--- src/rtl/uirq_pkg.sv ---
// Package: shared constants for the UART interrupt unit.
// Holds the register word indices, the bit map of interrupt sources, the class masks and the identification bytes.
package uirq_pkg;
    localparam int ADDR_W  = 12;
    localparam int WIDX_W  = ADDR_W - 2;
    localparam int DATA_W  = 32;
    localparam int NUM_SRC = 11;
    localparam int IDIV_W  = 16;
    localparam int FDIV_W  = 6;
    localparam int LVL_W   = 6;
    localparam logic [LVL_W-1:0] LVL_RESET = 6'h12;

    // Word indices (byte offset / 4)
    localparam logic [WIDX_W-1:0] W_TXDATA = 10'h000;
    localparam logic [WIDX_W-1:0] W_MASK   = 10'h004;
    localparam logic [WIDX_W-1:0] W_RAW    = 10'h005;
    localparam logic [WIDX_W-1:0] W_MASKED = 10'h006;
    localparam logic [WIDX_W-1:0] W_CLR    = 10'h007;
    localparam logic [WIDX_W-1:0] W_IDIV   = 10'h008;
    localparam logic [WIDX_W-1:0] W_FDIV   = 10'h009;
    localparam logic [WIDX_W-1:0] W_LVL    = 10'h00A;
    localparam logic [WIDX_W-1:0] W_IDBASE = 10'h3F8;

    // Source bit map
    localparam int B_RX     = 0;
    localparam int B_TX     = 1;
    localparam int B_RT     = 2;
    localparam int B_ERR_LO = 3;
    localparam int B_ERR_HI = 6;
    localparam int B_MS_LO  = 7;
    localparam int B_MS_HI  = 10;

    typedef enum int {CLS_RX = 0, CLS_TX = 1, CLS_RT = 2, CLS_MS = 3, CLS_ERR = 4} irq_cls_e;
    localparam int NUM_CLS = 5;

    // Bit range [lo, hi] that belongs to one class
    function automatic logic [NUM_SRC-1:0] range_mask(input int lo, input int hi);
        logic [NUM_SRC-1:0] m;
        m = '0;
        for (int i = 0; i < NUM_SRC; i++) begin
            if (i >= lo && i <= hi) m[i] = 1'b1;
        end
        return m;
    endfunction

    // Source bits that drive the output of class c
    function automatic logic [NUM_SRC-1:0] class_mask(input int c);
        case (c)
            CLS_RX:  return range_mask(B_RX, B_RX);
            CLS_TX:  return range_mask(B_TX, B_TX);
            CLS_RT:  return range_mask(B_RT, B_RT);
            CLS_MS:  return range_mask(B_MS_LO, B_MS_HI);
            default: return range_mask(B_ERR_LO, B_ERR_HI);
        endcase
    endfunction

    // Identification byte held at word W_IDBASE + i
    function automatic logic [7:0] id_byte(input logic [2:0] i);
        case (i)
            3'd0: return 8'h11;
            3'd1: return 8'h10;
            3'd2: return 8'h14;
            3'd3: return 8'h00;
            3'd4: return 8'h0D;
            3'd5: return 8'hF0;
            3'd6: return 8'h05;
            default: return 8'hB1;
        endcase
    endfunction
endpackage

--- src/rtl/uirq_regs.sv ---
// Module: uirq_regs
// Holds the register state: raw status, enable mask, the two divisors and the FIFO level.
// Assumes one write per cycle on a word index. In the same cycle, a set from an event or a transmit write wins over a clear.
module uirq_regs
    import uirq_pkg::*;
(
    input  logic                 clk,
    input  logic                 rst_n,
    input  logic                 wr_en,
    input  logic [WIDX_W-1:0]    widx,
    input  logic [DATA_W-1:0]    wdata,
    input  logic [NUM_SRC-1:0]   evt_set,
    output logic [NUM_SRC-1:0]   raw_q,
    output logic [NUM_SRC-1:0]   mask_q,
    output logic [IDIV_W-1:0]    idiv_q,
    output logic [FDIV_W-1:0]    fdiv_q,
    output logic [LVL_W-1:0]     lvl_q
);
    logic [NUM_SRC-1:0] clr_bits;
    logic [NUM_SRC-1:0] set_bits;

    // Decode the clear request and the set request for this cycle
    always_comb begin
        clr_bits = '0;
        set_bits = evt_set;
        if (wr_en && widx == W_CLR)    clr_bits = wdata[NUM_SRC-1:0];
        if (wr_en && widx == W_TXDATA) set_bits[B_TX] = 1'b1;
    end

    // Sticky raw status: clear first, then OR in the sets
    always_ff @(posedge clk) begin
        if (!rst_n) raw_q <= '0;
        else        raw_q <= (raw_q & ~clr_bits) | set_bits;
    end

    // Software-written configuration registers
    always_ff @(posedge clk) begin
        if (!rst_n) begin
            mask_q <= '0;
            idiv_q <= '0;
            fdiv_q <= '0;
            lvl_q  <= LVL_RESET;
        end else if (wr_en) begin
            case (widx)
                W_MASK: mask_q <= wdata[NUM_SRC-1:0];
                W_IDIV: idiv_q <= wdata[IDIV_W-1:0];
                W_FDIV: fdiv_q <= wdata[FDIV_W-1:0];
                W_LVL:  lvl_q  <= wdata[LVL_W-1:0];
                default: ;
            endcase
        end
    end
endmodule

--- src/rtl/uirq_irq_out.sv ---
// Module: uirq_irq_out
// Registers one interrupt line per class and one combined line from raw AND mask.
// Assumes every source bit belongs to exactly one class.
module uirq_irq_out
    import uirq_pkg::*;
(
    input  logic                 clk,
    input  logic                 rst_n,
    input  logic [NUM_SRC-1:0]   raw_q,
    input  logic [NUM_SRC-1:0]   mask_q,
    output logic [NUM_CLS-1:0]   irq_cls,
    output logic                 irq_all
);
    logic [NUM_SRC-1:0] active;
    logic [NUM_SRC-1:0] all_mask;

    // Masked view and the union of every class mask
    always_comb begin
        active   = raw_q & mask_q;
        all_mask = '0;
        for (int c = 0; c < NUM_CLS; c++) all_mask = all_mask | class_mask(c);
    end

    for (genvar c = 0; c < NUM_CLS; c++) begin : g_cls
        localparam logic [NUM_SRC-1:0] CMASK = class_mask(c);
        // Per-class output flop
        always_ff @(posedge clk) begin
            if (!rst_n) irq_cls[c] <= 1'b0;
            else        irq_cls[c] <= |(active & CMASK);
        end
    end

    // Combined output flop
    always_ff @(posedge clk) begin
        if (!rst_n) irq_all <= 1'b0;
        else        irq_all <= |(active & all_mask);
    end
endmodule

--- src/rtl/uirq_rdmux.sv ---
// Module: uirq_rdmux
// Selects the read data for a word index without a clock. Reads have no side effects.
// Assumes that unmapped words and write-only words read as zero.
module uirq_rdmux
    import uirq_pkg::*;
(
    input  logic [WIDX_W-1:0]    widx,
    input  logic [NUM_SRC-1:0]   raw_q,
    input  logic [NUM_SRC-1:0]   mask_q,
    input  logic [IDIV_W-1:0]    idiv_q,
    input  logic [FDIV_W-1:0]    fdiv_q,
    input  logic [LVL_W-1:0]     lvl_q,
    output logic [DATA_W-1:0]    rdata
);
    // Read data selection
    always_comb begin
        rdata = '0;
        case (widx)
            W_MASK:   rdata[NUM_SRC-1:0] = mask_q;
            W_RAW:    rdata[NUM_SRC-1:0] = raw_q;
            W_MASKED: rdata[NUM_SRC-1:0] = raw_q & mask_q;
            W_IDIV:   rdata[IDIV_W-1:0]  = idiv_q;
            W_FDIV:   rdata[FDIV_W-1:0]  = fdiv_q;
            W_LVL:    rdata[LVL_W-1:0]   = lvl_q;
            default: begin
                if (widx >= W_IDBASE) rdata[7:0] = id_byte(widx[2:0]);
            end
        endcase
    end
endmodule

--- src/rtl/uirq_unit.sv ---
// Module: uirq_unit (top)
// The interrupt register group of a UART-style peripheral: sticky raw status, enable mask, masked view, write-one-to-clear register,
// divisor and level registers, identification bytes, and six registered interrupt lines.
// Assumes that the bus presents a word-aligned byte address and a write strobe of one cycle.
module uirq_unit
    import uirq_pkg::*;
(
    input  logic               clk,
    input  logic               rst_n,
    input  logic [11:0]        bus_addr,
    input  logic               bus_wr,
    input  logic [31:0]        bus_wdata,
    output logic [31:0]        bus_rdata,
    input  logic [10:0]        evt_set,
    output logic               irq_all,
    output logic               irq_rx,
    output logic               irq_tx,
    output logic               irq_rt,
    output logic               irq_ms,
    output logic               irq_err
);
    logic [WIDX_W-1:0]  widx;
    logic [NUM_SRC-1:0] raw_q;
    logic [NUM_SRC-1:0] mask_q;
    logic [IDIV_W-1:0]  idiv_q;
    logic [FDIV_W-1:0]  fdiv_q;
    logic [LVL_W-1:0]   lvl_q;
    logic [NUM_CLS-1:0] irq_cls;

    assign widx = bus_addr[ADDR_W-1:2];

    uirq_regs u_regs (
        .clk(clk), .rst_n(rst_n), .wr_en(bus_wr), .widx(widx), .wdata(bus_wdata),
        .evt_set(evt_set), .raw_q(raw_q), .mask_q(mask_q), .idiv_q(idiv_q),
        .fdiv_q(fdiv_q), .lvl_q(lvl_q)
    );

    uirq_irq_out u_out (
        .clk(clk), .rst_n(rst_n), .raw_q(raw_q), .mask_q(mask_q),
        .irq_cls(irq_cls), .irq_all(irq_all)
    );

    uirq_rdmux u_rd (
        .widx(widx), .raw_q(raw_q), .mask_q(mask_q), .idiv_q(idiv_q),
        .fdiv_q(fdiv_q), .lvl_q(lvl_q), .rdata(bus_rdata)
    );

    assign irq_rx  = irq_cls[CLS_RX];
    assign irq_tx  = irq_cls[CLS_TX];
    assign irq_rt  = irq_cls[CLS_RT];
    assign irq_ms  = irq_cls[CLS_MS];
    assign irq_err = irq_cls[CLS_ERR];
endmodule

--- config.mk ---
export PLATFORM = sky130hd
export DESIGN_NAME = uirq_unit
export DESIGN_NICKNAME = d
export VERILOG_FILES = /design/src/rtl/uirq_pkg.sv /design/src/rtl/uirq_regs.sv /design/src/rtl/uirq_irq_out.sv /design/src/rtl/uirq_rdmux.sv /design/src/rtl/uirq_unit.sv
export SDC_FILE = /design/constraint.sdc
export NUM_CORES = 1
export LEC_CHECK = 0
export ABC_AREA = 0
export BUFFER_PORTS_ARGS = -buffer_cell sky130_fd_sc_hd__clkbuf_2
export CELL_PAD_IN_SITES_DETAIL_PLACEMENT = 2
export CELL_PAD_IN_SITES_GLOBAL_PLACEMENT = 2
export CORE_MARGIN = 8
export CORE_UTILIZATION = 29
export DETAILED_ROUTE_END_ITERATION = 8
export PLACE_DENSITY = 0.88
export SLEW_MARGIN = 20
export SYNTH_ARGS = -nofsm -noshare
export SYNTH_HDL_FRONTEND = slang
export SYNTH_SLANG_ARGS = --single-unit
--- constraint.sdc ---
create_clock -name clk -period 1.8 [get_ports clk]
set_input_delay 0.18 -clock clk [delete_from_list [all_inputs] [get_ports clk]]
set_output_delay 0.18 -clock clk [all_outputs]
set_load 0.05 [all_outputs]
Word level (Yosys, flattened, before mapping)
Index checks and enable logic that the tools add are counted.
- logic and storage cells: 49
- output and inout bits: 38
- register bits: 56
- $lt $le $gt $ge: 1
- reduce and logical (&&, ||, !) cells: 12
- multiplexer cells: 8
- equality and inequality tests: 13
- bitwise logic cells: 4
- operator list (kind ; number):
    8-bit one-hot mux with 7 select lines ; 1
    10-bit by 3-bit equality test with 1-bit output (second input constant) ; 4
    6-bit one-hot mux with 6 select lines ; 1
    10-bit by 4-bit equality test with 1-bit output (second input constant) ; 3
    11-bit AND ; 2
    3-bit one-hot mux with 4 select lines ; 1
    11-bit 2-to-1 mux ; 1
    11-bit NOT ; 1
    11-bit OR ; 1
    11-bit OR reduction ; 1
    10-bit >= comparator (second input constant) ; 1
    10-bit zero test ; 1
    2-bit one-hot mux with 5 select lines ; 1
    3-bit equality test (second input constant) ; 3
    8-bit 2-to-1 mux ; 1
    2-bit AND reduction ; 4
    4-bit OR reduction ; 2
    3-bit by 2-bit equality test with 1-bit output (second input constant) ; 2
    5-bit 2-to-1 mux ; 1
    3-bit by 1-bit equality test with 1-bit output (second input constant) ; 1
    3-bit zero test ; 1
    1-bit logical AND ; 2
    2-bit OR reduction ; 1
    1-bit 2-to-1 mux ; 1

Longest topological paths before layout
- depth in word-level cells: 6
- mapped depth: 7
- depth with buffers taken out: 4

Modules after synthesis
A second synthesis with hierarchy kept.
- cells, all modules: 354
- area total of the unflattened synthesis: 3069.2 um^2
- modules (own cells, without submodules) (module ; area an instance (um^2) ; cells an instance ; instances):
    uirq_regs ; 1984.4 ; 207 ; 1
    uirq_rdmux ; 874.6 ; 128 ; 1
    uirq_irq_out ; 210.2 ; 19 ; 1

Worst setup path after synthesis
OpenSTA, ideal clock, no wires.
- path kind: input to output
- from: input port bus_addr[2]
- to: output port bus_rdata[5]
- data arrival time: 2.356 ns
- data required time: 1.620 ns
- path slack: -0.736 ns
- stages: 7
- cell sequence: clkbuf_1 -> nor2b_1 -> buf_1 -> clkbuf_1 -> o211ai_1 -> o221a_2 -> o21ai_0
- word-level cells in the longest chain between the ends: 4
- RTL lines (what ; line ; RTL):
    start: declaration ; uirq_unit.sv:10 ; input logic [11:0] bus_addr,
    parallel branches: the longest is 3 deep, another holds 10-bit >= comparator ; -- ;
    6-bit one-hot mux with 6 select lines (*) ; uirq_rdmux.sv:18 ; case (widx)
    end: declaration ; uirq_unit.sv:13 ; output logic [31:0] bus_rdata,
Mark *: on every way between the ends.

Final worst setup path
- from: register u_regs.fdiv_q[3]
- to: output port bus_rdata[3]
- word-level cells in the longest chain between the ends: 1
- RTL lines (what ; line ; RTL):
    start: declaration ; uirq_regs.sv:16 ; output logic [FDIV_W-1:0] fdiv_q,
    start signal: assignment ; uirq_regs.sv:47 ; W_FDIV: fdiv_q <= wdata[FDIV_W-1:0];
    6-bit one-hot mux with 6 select lines ; uirq_rdmux.sv:18 ;
Every way passes these cells.

==> flow_metrics.py <==
metrics = {
    "status": {
        "status": "finished with violations",
        "violations": "setup timing",
    },
    "final_layout": {
        "nets": 506,
        "diodes": 0,
        "drive_gt1_share_pct": 35.2,
        "final_util_pct": 41.1,
        "filler_cell_count": 1103,
        "areaGrowthSynthToFinish_pct": 40.7,
    },
    "worst_setup_path": {
        "cpPeakStageDelay_ns": 0.32,
        "r2r-end": "u_out.irq_all",
        "startpoint": "u_regs.fdiv_q[3]",
        "startpoint_type": "flop",
        "cp-end-kind": "primary output",
        "cp_top_family": "compound AO/OA/AOI/OAI gates",
        "path_cells": "mux2_2 > a32o_1 > a311oi_2 > mux2i_4 > buf_12",
        "reg2regPathDepth": 5,
        "crit_required_ns": 1.62,
        "r2r_setup_slack_ns": 0.68,
        "cp.arrival_ns": 1.76,
        "cp_num_buf_inv": 1,
        "reg2reg_from": "u_regs.raw_q[6]",
        "path_max_fanout": 2,
        "worstSetupPathType": "reg -> out",
        "slowest_stage": "dfxtp_1",
    },
    "cts": {
        "cts_max_path_buffers": 2,
        "clock_latency_ns": 0.33,
        "cts_tree": "yes",
        "ctsHoldBuffers": 0,
        "htreeDepth": 2,
        "clock_sinks": 56,
        "numCtsBuffers": 5,
        "root_buffer": "clkbuf_8",
        "clkTransAtPathRegs_ns": 0.10,
    },
    "drt": {
        "vias_per_cell": 5.23,
        "ant_nets": 0,
        "routedWlPerCell_um": 22.4,
        "dr.pass1.iters": 4,
        "drt_iter0_markers": 98,
        "drc": 0,
        "wirelength_um": 13100,
        "vias": 3060,
    },
    "sta": {
        "finalWorstSetupSlack_ns": -0.136,
        "timing.hold.ws_ns": 0.0647,
        "finClkSkew_ns": 0.0103,
        "rsz0062_at_grt": "yes",
        "fin_crit_sh_pct": 108,
        "clock.fmax_mhz": 516,
        "finalHoldViolations": 0,
        "setup_violations": 7,
        "drv_slew": 0,
        "period_minus_slack_ns": 1.94,
    },
    "placement": {
        "gp_congestion": 0.928,
        "dp_hpwl_um": 9360,
        "portBuffers": 61,
    },
    "global_routing": {
        "grt_first_pass_wirelength_um": 19500,
        "grt_max_degree": 31,
        "grt_pass1_vias": 3531,
        "grt.total_usage_pct": 18.9,
        "grt_overflow_total": 0,
        "antenna_found_initial": 0,
    },
    "floorplan": {
        "core.rowCount": 37,
        "dieArea_um2": 13700,
        "die_x_um": 117,
        "die_h_um": 117,
        "start_util_pct": 29.2,
        "fp.coreArea_um2": 10100,
        "io_pins": 96,
    },
    "synthesis": {
        "post_synth.cell_area_avg_um2": 8.42,
        "netlist_top_cells_area": "dfxtp_1 38%, nand2_1 8.2%, mux2i_1 4.7%",
        "syn-cell-area_um2": 2960,
        "yosysUniqueCellTypes": 53,
        "synth_most_common_cell": "nand2_1",
        "ys_warn_count": 0,
        "synth_common_cells": "65 x nand2_1, 56 x dfxtp_1, 17 x buf_4, 15 x a21boi_0, 15 x nor2b_1",
        "ys.flop_type": "dfxtp_1",
        "ys_ff_latch": 56,
        "synth_edf_count": 0,
        "async_flop_share_pct": 0,
        "seq_area_frac_synth_pct": 37.8,
        "yosys.area.top_type": "dfxtp_1",
        "netlist.area_leader.share_pct": 37.8,
        "synthCells": 352,
    },
    "power_and_ir_drop": {
        "peakVddDrop_v": 0.000265,
        "p_leak_uw": 0.00178,
        "power.density_nw_per_um2": 577,
    },
    "min_path": {
        "min_path_type": "in -> reg",
        "min_to": "u_regs.raw_q[6]",
        "whs_path_depth": 2,
        "hold_start": "bus_wdata[6]",
    },
    "flow_run": {
        "maxCapViolations": 0,
    },
}
through the flow:
stage | TNS, ns | instance area [um^2] | cells | total power, uW | worst slack, ns
global placement | -1.59 | 3870 | 568 | 1630 | -0.150
global route | -0.861 | 4170 | 585 | 2490 | -0.210
finish | -0.449 | 4170 | 585 | 2410 | -0.136
floorplan | -0.109 | 3050 | 367 | 1510 | -0.0976
CTS | -0.222 | 4070 | 582 | 2390 | -0.148
detailed placement | -3.68 | 3870 | 568 | 1650 | -0.325
power by group:
| group | leakage [uW] | switching, uW | internal, uW |
|---|---|---|---|
| Sequential | 0.000457 | 22.1 | 1260 |
| Clock | 0.0000456 | 452 | 279 |
| Combinational | 0.00128 | 248 | 147 |
| Total | 0.00178 | 722 | 1680 |
placed cells by master (no fill, tap or decap), types with 3 or more instances in the layout:
master and n:
a32o_1 8, a22o_1 3, clkbuf_8 5, a21oi_1 3, buf_4 48, and3_1 3
dfxtp_2 4, clkbuf_2 43, o211ai_1 3, nor2b_1 15, nand3_1 5, mux2_2 3
a31oi_1 10, and2_1 7, a22oi_1 8, inv_1 12, a21boi_0 15, conb_1 16
buf_12 18, nor2_1 4, nand4_1 3, o21ai_0 11, nand2_1 64, nand2b_1 6
and3b_1 3, mux2i_1 13, a21boi_1 13, dfxtp_1 51
cell families (layout without fill, tap and decap cells):
| family | Yosys count | count (layout) | share of synthesized area, % |
|---|---|---|---|
| and+or+nand+nor | 134 | 134 | 23.4 |
| AOI/OAI and AO/OA | 93 | 93 | 23.2 |
| DFF | 56 | 56 | 37.8 |
| buffers and inverters | 51 | 133 | 9.54 |
| muxes | 17 | 17 | 5.87 |
| other | 1 | 16 | 0.127 |
registers in the layout, indices dropped and copies added, names as in the netlist:
name,flops
u_out.irq_all,1
u_out.irq_cls,5
u_regs.fdiv_q,6
u_regs.idiv_q,16
u_regs.lvl_q,6
u_regs.mask_q,11
u_regs.raw_q,11
area by class of cell:
type                       instances  area, um^2  area share (%)
inverter                          12        45.0            1.08
tap                              136         170            4.08
clock buffer                       6        72.6            1.74
timing repair buffer             113         971            23.3
multi-input combinational        260        1770            42.4
sequential                        56        1130            27.1
clock inverter                     2        13.8           0.330
timing repair:
action                                  4_1_cts  5_1_grt
resized for setup                            13       22
buffers inserted                              6        3
hold endpoints to repair                      0        0
cloned                                        0        0
pin swaps                                     6       10
endpoints found under the setup margin       16       17
worst max path at each step:
| stage | endpoint | depth (start not counted) |
|---|---|---|
| 2_1_floorplan | bus_rdata[5] | 7 |
| 5_1_grt | bus_rdata[3] | 5 |
| 3_3_place_gp | bus_rdata[3] | 6 |
| 3_5_place_dp | bus_rdata[3] | 6 |
| 6_report | bus_rdata[3] | 5 |
| 4_1_cts | bus_rdata[3] | 5 |
layer usage:
layer | GRT usage [%] | share of wire (%) | routed length (um) | up-vias
li1 | - | - | - | 1401
met1 | 20.8 | 39 | 5120 | 1517
met2 | 34.1 | 52 | 6820 | 108
met3 | 3.49 | 5.4 | 704 | 34
met4 | 9.30 | 3.6 | 473 | 0
met5 | 0 | 0 | 0 | -
Power figures use the tool's default switching activity.
